$ cat src/rtl/disp_init_pkg.sv
package disp_init_pkg;

  localparam int SCRIPT_LEN  = 24;  // 23 steps plus end mark
  localparam int PARAM_TOTAL = 65;
  localparam int GAMMA_BASE  = 30;
  localparam int GAMMA_LEN   = 30;
  localparam int GEN_LEN     = PARAM_TOTAL - GAMMA_LEN;
  localparam int IDX_W       = $clog2(SCRIPT_LEN + 1);
  localparam int PTR_W       = $clog2(PARAM_TOTAL + 1);
  localparam int CNT_W       = 4;
  localparam int SHORT_MS    = 12;
  localparam int LONG_MS     = 20;

  typedef enum logic [1:0] {WAIT_NONE, WAIT_SHORT, WAIT_LONG} waitSel_e;

  typedef struct packed {
    logic [7:0]       op;
    logic [CNT_W-1:0] nPar;
    waitSel_e         waitSel;
    logic             isEnd;
  } entry_t;

  // control -> datapath strobes
  typedef struct packed {
    logic clear;
    logic step;
    logic loadWait;
    logic tick;
  } strobe_t;

  // datapath -> control status
  typedef struct packed {
    logic [7:0] byteOut;
    logic       isData;
    logic       lastOfEntry;
    logic       needWait;
    logic       nextIsEnd;
    logic       curIsEnd;
    logic       waitDone;
    logic       waitActive;
  } dpStat_t;

  localparam entry_t SCRIPT [SCRIPT_LEN] = '{
    '{8'hCF, 4'd3,  WAIT_NONE,  1'b0},
    '{8'hED, 4'd4,  WAIT_NONE,  1'b0},
    '{8'hE8, 4'd3,  WAIT_NONE,  1'b0},
    '{8'hCB, 4'd5,  WAIT_NONE,  1'b0},
    '{8'hF7, 4'd1,  WAIT_NONE,  1'b0},
    '{8'hEA, 4'd2,  WAIT_NONE,  1'b0},
    '{8'hB1, 4'd2,  WAIT_NONE,  1'b0},
    '{8'hB6, 4'd2,  WAIT_NONE,  1'b0},
    '{8'hC0, 4'd1,  WAIT_NONE,  1'b0},
    '{8'hC1, 4'd1,  WAIT_NONE,  1'b0},
    '{8'hC5, 4'd2,  WAIT_NONE,  1'b0},
    '{8'hC7, 4'd1,  WAIT_NONE,  1'b0},
    '{8'h36, 4'd1,  WAIT_NONE,  1'b0},
    '{8'hF2, 4'd1,  WAIT_NONE,  1'b0},
    '{8'h26, 4'd1,  WAIT_NONE,  1'b0},
    '{8'hE0, 4'd15, WAIT_NONE,  1'b0},
    '{8'hE1, 4'd15, WAIT_NONE,  1'b0},
    '{8'h3A, 4'd1,  WAIT_LONG,  1'b0},
    '{8'hB0, 4'd1,  WAIT_LONG,  1'b0},
    '{8'hF6, 4'd3,  WAIT_NONE,  1'b0},
    '{8'h11, 4'd0,  WAIT_SHORT, 1'b0},
    '{8'h29, 4'd0,  WAIT_NONE,  1'b0},
    '{8'h2C, 4'd0,  WAIT_NONE,  1'b0},
    '{8'h00, 4'd0,  WAIT_NONE,  1'b1}
  };

  // arguments of every step except the gamma curves, in script order
  localparam logic [7:0] GEN_BYTES [GEN_LEN] = '{
    8'h00, 8'hC1, 8'h30,
    8'h64, 8'h03, 8'h12, 8'h81,
    8'h85, 8'h10, 8'h7A,
    8'h39, 8'h2C, 8'h00, 8'h34, 8'h02,
    8'h20,
    8'h00, 8'h00,
    8'h00, 8'h1A,
    8'h0A, 8'hA2,
    8'h1B,
    8'h01,
    8'h30, 8'h30,
    8'hB7,
    8'hC8,
    8'h00,
    8'h01,
    8'h66,
    8'hCC,
    8'h00, 8'h30, 8'h06
  };

  // positive then negative gamma curve
  localparam logic [7:0] GAMMA_BYTES [GAMMA_LEN] = '{
    8'h0F, 8'h2A, 8'h28, 8'h08, 8'h0E, 8'h08, 8'h54, 8'hA9,
    8'h43, 8'h0A, 8'h0F, 8'h00, 8'h00, 8'h00, 8'h00,
    8'h00, 8'h15, 8'h17, 8'h07, 8'h11, 8'h06, 8'h2B, 8'h56,
    8'h3C, 8'h05, 8'h10, 8'h0F, 8'h3F, 8'h3F, 8'h0F
  };

  function automatic entry_t entryAt(input logic [IDX_W-1:0] idx);
    entry_t e;
    if (int'(idx) >= SCRIPT_LEN) e = '{8'h00, 4'd0, WAIT_NONE, 1'b1};
    else                         e = SCRIPT[idx];
    return e;
  endfunction

  function automatic logic isEndAt(input logic [IDX_W-1:0] idx);
    entry_t e;
    e = entryAt(idx);
    return e.isEnd;
  endfunction

  function automatic logic [7:0] paramAt(input logic [PTR_W-1:0] ptr);
    int pi;
    logic [7:0] b;
    pi = int'(ptr);
    if (pi >= GAMMA_BASE && pi < GAMMA_BASE + GAMMA_LEN) b = GAMMA_BYTES[pi - GAMMA_BASE];
    else if (pi < GAMMA_BASE)                             b = GEN_BYTES[pi];
    else if (pi < PARAM_TOTAL)                            b = GEN_BYTES[pi - GAMMA_LEN];
    else                                                  b = 8'h00;
    return b;
  endfunction

endpackage

$ cat src/rtl/disp_init_dp.sv
module disp_init_dp
  import disp_init_pkg::*;
#(
  parameter int CYC_PER_MS = 50000
) (
  input  logic    clk,
  input  logic    rstN,
  input  strobe_t stb,
  output dpStat_t stat
);

  localparam int LONG_CYC_I  = LONG_MS * CYC_PER_MS;
  localparam int SHORT_CYC_I = SHORT_MS * CYC_PER_MS;
  localparam int WAIT_W      = $clog2(LONG_CYC_I + 1);
  localparam logic [WAIT_W-1:0] LONG_CYC  = WAIT_W'(LONG_CYC_I);
  localparam logic [WAIT_W-1:0] SHORT_CYC = WAIT_W'(SHORT_CYC_I);

  logic [IDX_W-1:0]  entryIdx;
  logic [PTR_W-1:0]  parPtr;
  logic [CNT_W-1:0]  remain;
  logic              inParams;
  logic [WAIT_W-1:0] waitCnt;
  entry_t            cur;

  assign cur = entryAt(entryIdx);

  always_comb begin
    stat.byteOut     = inParams ? paramAt(parPtr) : cur.op;
    stat.isData      = inParams;
    stat.lastOfEntry = inParams ? (remain == CNT_W'(1)) : (cur.nPar == '0);
    stat.needWait    = (cur.waitSel != WAIT_NONE);
    stat.nextIsEnd   = isEndAt(entryIdx + 1'b1);
    stat.curIsEnd    = cur.isEnd;
    stat.waitDone    = (waitCnt == WAIT_W'(1));
    stat.waitActive  = (waitCnt != '0);
  end

  // script position: step index, argument pointer, arguments left
  always_ff @(posedge clk or negedge rstN) begin
    if (!rstN) begin
      entryIdx <= '0;
      parPtr   <= '0;
      remain   <= '0;
      inParams <= 1'b0;
    end else if (stb.clear) begin
      entryIdx <= '0;
      parPtr   <= '0;
      remain   <= '0;
      inParams <= 1'b0;
    end else if (stb.step) begin
      if (inParams) begin
        parPtr <= parPtr + 1'b1;
        remain <= remain - 1'b1;
        if (remain == CNT_W'(1)) begin
          inParams <= 1'b0;
          entryIdx <= entryIdx + 1'b1;
        end
      end else if (cur.nPar != '0) begin
        inParams <= 1'b1;
        remain   <= cur.nPar;
      end else begin
        entryIdx <= entryIdx + 1'b1;
      end
    end
  end

  // pause counter in system clock cycles
  always_ff @(posedge clk or negedge rstN) begin
    if (!rstN)                          waitCnt <= '0;
    else if (stb.clear)                 waitCnt <= '0;
    else if (stb.loadWait)              waitCnt <= (cur.waitSel == WAIT_LONG) ? LONG_CYC : SHORT_CYC;
    else if (stb.tick && waitCnt != '0) waitCnt <= waitCnt - 1'b1;
  end

  // argument pointer never runs past the pools
  p_ptr_bound_r4: assert property (@(posedge clk) disable iff (!rstN)
    int'(parPtr) <= PARAM_TOTAL);

  // while sending arguments at least one is left
  p_remain_live_r4: assert property (@(posedge clk) disable iff (!rstN)
    inParams |-> remain != '0);

  // a loaded pause starts non-zero
  p_wait_loaded_r6: assert property (@(posedge clk) disable iff (!rstN)
    stb.loadWait |=> waitCnt != '0);

endmodule

$ cat src/rtl/disp_init_ctrl.sv
module disp_init_ctrl
  import disp_init_pkg::*;
(
  input  logic    clk,
  input  logic    rstN,
  input  logic    start,
  input  logic    wrReady,
  input  dpStat_t stat,
  output strobe_t stb,
  output logic    busy,
  output logic    done,
  output logic    wrValid
);

  typedef enum logic [1:0] {S_IDLE, S_SEND, S_WAIT} state_e;

  state_e state, stateNxt;
  logic   hs;
  logic   finishing;

  assign hs = (state == S_SEND) && wrReady;

  always_comb begin
    stb.clear    = (state == S_IDLE) && start;
    stb.step     = hs;
    stb.loadWait = hs && stat.lastOfEntry && stat.needWait;
    stb.tick     = (state == S_WAIT);
  end

  always_comb begin
    stateNxt  = state;
    finishing = 1'b0;
    unique case (state)
      S_IDLE: if (start) stateNxt = S_SEND;
      S_SEND: if (hs && stat.lastOfEntry) begin
        if (stat.needWait) stateNxt = S_WAIT;
        else if (stat.nextIsEnd) begin
          stateNxt  = S_IDLE;
          finishing = 1'b1;
        end
      end
      S_WAIT: if (stat.waitDone) begin
        if (stat.curIsEnd) begin
          stateNxt  = S_IDLE;
          finishing = 1'b1;
        end else stateNxt = S_SEND;
      end
      default: stateNxt = S_IDLE;
    endcase
  end

  always_ff @(posedge clk or negedge rstN) begin
    if (!rstN) begin
      state <= S_IDLE;
      done  <= 1'b0;
    end else begin
      state <= stateNxt;
      done  <= finishing;
    end
  end

  assign busy    = (state != S_IDLE);
  assign wrValid = (state == S_SEND);

  // offered byte held until accepted
  p_hold_r5: assert property (@(posedge clk) disable iff (!rstN)
    wrValid && !wrReady |=> wrValid && $stable(stat.byteOut) && $stable(stat.isData));

  // nothing offered while a pause runs
  p_wait_quiet_r6: assert property (@(posedge clk) disable iff (!rstN)
    stat.waitActive |-> !wrValid);

  // start while idle is taken
  p_start_taken_r2: assert property (@(posedge clk) disable iff (!rstN)
    start && !busy |=> busy);

  // single-cycle done, only when idle
  p_done_pulse_r8: assert property (@(posedge clk) disable iff (!rstN)
    done |=> !done);
  p_done_idle_r8: assert property (@(posedge clk) disable iff (!rstN)
    done |-> !busy);

endmodule

$ cat src/rtl/disp_init_seq.sv
module disp_init_seq
  import disp_init_pkg::*;
#(
  parameter int CYC_PER_MS = 50000
) (
  input  logic       clk,
  input  logic       rstN,
  input  logic       start,
  input  logic       wrReady,
  output logic       busy,
  output logic       done,
  output logic       wrValid,
  output logic [7:0] wrByte,
  output logic       wrIsData
);

  strobe_t stb;
  dpStat_t stat;

  disp_init_ctrl u_ctrl (
    .clk     (clk),
    .rstN    (rstN),
    .start   (start),
    .wrReady (wrReady),
    .stat    (stat),
    .stb     (stb),
    .busy    (busy),
    .done    (done),
    .wrValid (wrValid)
  );

  disp_init_dp #(.CYC_PER_MS(CYC_PER_MS)) u_dp (
    .clk  (clk),
    .rstN (rstN),
    .stb  (stb),
    .stat (stat)
  );

  assign wrByte   = stat.byteOut;
  assign wrIsData = stat.isData;

endmodule

$ cat config.mk
export PLATFORM = sky130hd
export DESIGN_NAME = disp_init_seq
export DESIGN_NICKNAME = d
export VERILOG_FILES = /design/src/rtl/disp_init_pkg.sv /design/src/rtl/disp_init_dp.sv /design/src/rtl/disp_init_ctrl.sv /design/src/rtl/disp_init_seq.sv
export SDC_FILE = /design/constraint.sdc
export NUM_CORES = 1
export LEC_CHECK = 0
export ABC_AREA = 1
export BUFFER_PORTS_ARGS = -buffer_cell sky130_fd_sc_hd__buf_2
export CAP_MARGIN = 5
export CORE_ASPECT_RATIO = 1.75
export CORE_MARGIN = 5
export CORE_UTILIZATION = 30
export CTS_BUF_LIST = sky130_fd_sc_hd__clkbuf_4 sky130_fd_sc_hd__clkbuf_8
export DETAILED_ROUTE_END_ITERATION = 8
export PLACE_DENSITY_LB_ADDON = 0.2
export SLEW_MARGIN = 0
export SYNTH_ARGS = -nofsm -noshare
export SYNTH_HDL_FRONTEND = slang
export SYNTH_SLANG_ARGS = --single-unit
$ cat constraint.sdc
create_clock -name clk -period 3.41 [get_ports clk]
set_clock_uncertainty 0.05 [all_clocks]
set_input_delay 0.5115 -clock clk [delete_from_list [all_inputs] [get_ports clk]]
set_output_delay 0.5115 -clock clk [all_outputs]
set_load 0.02 [all_outputs]
==> flow_summary_export.csv <==
group,metric,value,unit
status,status,"finished clean",
setup_path,reg2reg_to,"u_dp.waitCnt[17]$_DFFE_PN0P_",
setup_path,critical_path.slowest_cell,"dfrtp_2",
clocking,clockBufferDepth,2,
setup_path,r2r-start,"u_dp.entryIdx[0]$_DFFE_PN0P_",
drt,routed_wl,14.7,mm
global_route,antenna_found_initial,0,
setup_path,cp-end-kind,"output port",
logic_synthesis,synth_top_area_frac,0.232,
sta,setup_tns,0,ps
sta,relSlewSlack,0.364,
drt,drt_iter0_drc,272,
floorplanning,core_area,0.0142,sq mm
sta,finalHoldViolCount,0,
clocking,worst_skew_pair.late_latency,300,ps
layout,instances_no_fill,873,
sta,fmax,311,MHz
logic_synthesis,netlist_area,0.00432,sq mm
sta,finalMaxSlewViolations,0,
logic_synthesis,synth_edf_count,0,
sta,rsz0062_at_grt,"no",
clocking,cts-buffers-inserted,5,
layout,fillerInstances,1619,
global_route,grt_first_pass_wirelength,23.3,mm
pwr,power.density,558,mW/mm^2
logic_synthesis,yosys.area.top_type,"dfrtp_1",
setup_path,cp_common_cell,"nand2_1",
layout,syn_to_final_growth,9.59,%
logic_synthesis,ys_seq_area_frac,0.232,
drt,dr.pass1.iters,7,
setup_path,r2r_setup_slack,600,ps
logic_synthesis,synth_cells,676,
clocking,cts_tree,"done",
setup_path,criticalPathCategory,"reg -> out",
sta,worst_pin_slew,954,ps
worst_hold_path,min_path_type,"in -> async",
setup_path,crit_family,"compound AO/OA/AOI/OAI gates",
drt,drc,0,
pwr,ir_worst_vdd,0.000325,V
floorplanning,io_pins,16,
logic_synthesis,yosys_warnings,0,
setup_path,critPathMaxStageDelay,450,ps
place,hpwl,11.5,mm
clocking,cts.sinks,40,
layout,drive_above_1_share,0.107,
run,drv_cap,0,
layout,diodes,0,
floorplanning,die_w,101,um
global_route,grt_pass1_vias,4637,
global_route,grt_usage,0.173,
logic_synthesis,async_flop_share,1.00,
place,dpl_cell_area,0.00458,sq mm
floorplanning,die_area,0.0170,sq mm
drt,wl_per_cell,16.8,um
floorplanning,rows,58,
clocking,clkTransAtPathRegs,90,ps
global_route,grt_max_degree,41,
drt,vias_per_cell,5.27,
floorplanning,die_y,169,um
setup_path,crit_buf_inv,3,
sta,worst_slack,194,ps
logic_synthesis,avgSynthCellArea,6.39,sq um
place,place_congestion,0.965,
logic_synthesis,yosys_register_bits,40,
place,portBuffers,15,
layout,finish.utilization,0.333,
drt,vias,4600,
logic_synthesis,synthTopCellsByArea,"dfrtp_1 (23%), nand2_1 (16%), ha_1 (9.9%)",
layout,nets,730,
logic_synthesis,ys_types,45,
sta,period_share,0.943,
place,post-place-ws,357,ps
setup_path,path_max_fanout,5,
sta,setup_viol,0,
floorplanning,start_util,0.303,
drt,drtAntennaViolNets,0,
pwr,leakage,2.37,nW
logic_synthesis,synth_fp_nets,714,
clocking,htree_levels,2,
pwr,power,2.64,mW
clocking,cts-root-buf,"clkbuf_8",
sta,post-route-min-period,3220,ps
setup_path,worst-r2r-cell-count,13,
logic_synthesis,synthFlopType,"dfrtp_1",
setup_path,startpoint_type,"flop",
setup_path,cp_data_arrival_time,2650,ps
global_route,gr-total-overflow,0,
layout,design_area,0.00473,sq mm
setup_path,cp.required,2850,ps
place,placedCellCount,862,
sta,whs,295,ps
setup_path,cp_cell_sequence,"buf_4, ha_1, buf_4, ha_1, nor2_1, a21oi_1, nand2_1, o21ai_0, a21oi_1, nand2_1, nand2_1, nand2_1, buf_2",
-- cell usage in the layout (no fill, tap or decap), drive strengths merged, types with 3 or more instances in the layout --
| cell | instances |
|---|---|
| a31oi | 5 |
| nand2 | 189 |
| nand3 | 53 |
| clkbuf | 6 |
| o31ai | 3 |
| o22ai | 3 |
| clkinv | 4 |
| xor2 | 9 |
| a21oi | 32 |
| a211oi | 4 |
| nor2 | 73 |
| nand4 | 9 |
| nor3 | 15 |
| ha | 34 |
| dfrtp | 40 |
| buf | 33 |
| o21ai | 76 |
| xnor2 | 8 |
| inv | 70 |
| o211ai | 12 |
-- sequential cells by signal, indices dropped and copies added, names as in the netlist --
signal	cells
u_ctrl.done	1
u_ctrl.state	2
u_dp.entryIdx	5
u_dp.inParams	1
u_dp.parPtr	7
u_dp.remain	4
u_dp.waitCnt	20
-- where the power goes --
group	switching [mW]	internal, mW	total (mW)	leakage (nW)
sequential	0.106	0.548	0.654	0.540
clock	0.184	0.240	0.423	0.0614
combinational	1.04	0.527	1.56	1.77
total	1.33	1.31	2.64	2.37
-- final cells by class --
type                       instances  area (sq um)  share of cell area
tap                              180           225              0.0476
timing repair buffer              33           210              0.0444
clock buffer                       6          82.6              0.0175
inverter                          73           277              0.0585
clock inverter                     2          38.8             0.00820
sequential                        40          1000               0.212
multi-input combinational        539          2890               0.612
-- metal layers --
metal  GRT usage  vias to the layer above  wire length [um]
met5           0                        -                 0
met4       0.104                        0               855
met3      0.0132                       45               448
met2       0.338                      140              8150
met1       0.171                     2150              5250
li1            -                     2265                 -
-- synthesized netlist by cell type, types with 2 or more instances --
library cell	number
xnor2_1	8
or2_2	2
clkbuf_1	8
nand3_1	51
clkinv_1	3
o2111ai_1	2
nand4_1	9
inv_2	7
nand2_1	181
buf_2	8
ha_1	34
o31ai_1	3
nor3_4	2
xor2_1	9
nand2_2	7
nor3_1	13
o211ai_1	12
nor2_2	5
o21ai_1	12
buf_4	4
dfrtp_1	40
inv_1	62
o21ai_0	62
o21bai_1	2
a211oi_1	4
a31oi_1	5
a21oi_1	30
o22ai_1	3
a21oi_2	2
nor2_1	68
buf_6	4
-- worst max-delay path by stage --
stage	from	endpoint	cells past startpoint
floorplan	u_dp.parPtr[1]$_DFFE_PN0P_	wrByte[4]	10
global placement	u_dp.parPtr[1]$_DFFE_PN0P_	wrByte[3]	12
detailed placement	u_dp.parPtr[1]$_DFFE_PN0P_	wrByte[3]	12
CTS	u_dp.parPtr[1]$_DFFE_PN0P_	wrByte[3]	12
global route	u_dp.parPtr[2]$_DFFE_PN0P_	wrByte[0]	13
finish	u_dp.parPtr[1]$_DFFE_PN0P_	wrByte[2]	13
-- worst reg2reg max path: stages (launching register included) --
cell and delay, ps:
dfrtp_1 510, inv_1 210, ha_1 410, nor2_1 90, inv_1 110, o21ai_1 70, nor2_1 250, nand3_2 110
nand2_2 240, nand2_4 200, nand2_2 220, nand2_1 100, nand3_1 70, nand2_1 60
-- cells by family after synthesis --
group	after synthesis	synth area share
buffers and inverters	97	0.0977
and+or+nand+nor	344	0.345
AOI/OAI and AO/OA	144	0.192
adders and majority gates	34	0.0986
xor gates and xnor gates	17	0.0345
DFF	40	0.232
-- timing repair --
item | 4_1_cts | 5_1_grt
gates resized for setup | 0 | 2
hold buffers | 0 | 0
buffers inserted | 0 | 3
endpoints found under the setup margin | 0 | 8
No activity file was read; power rests on OpenSTA's default activity.
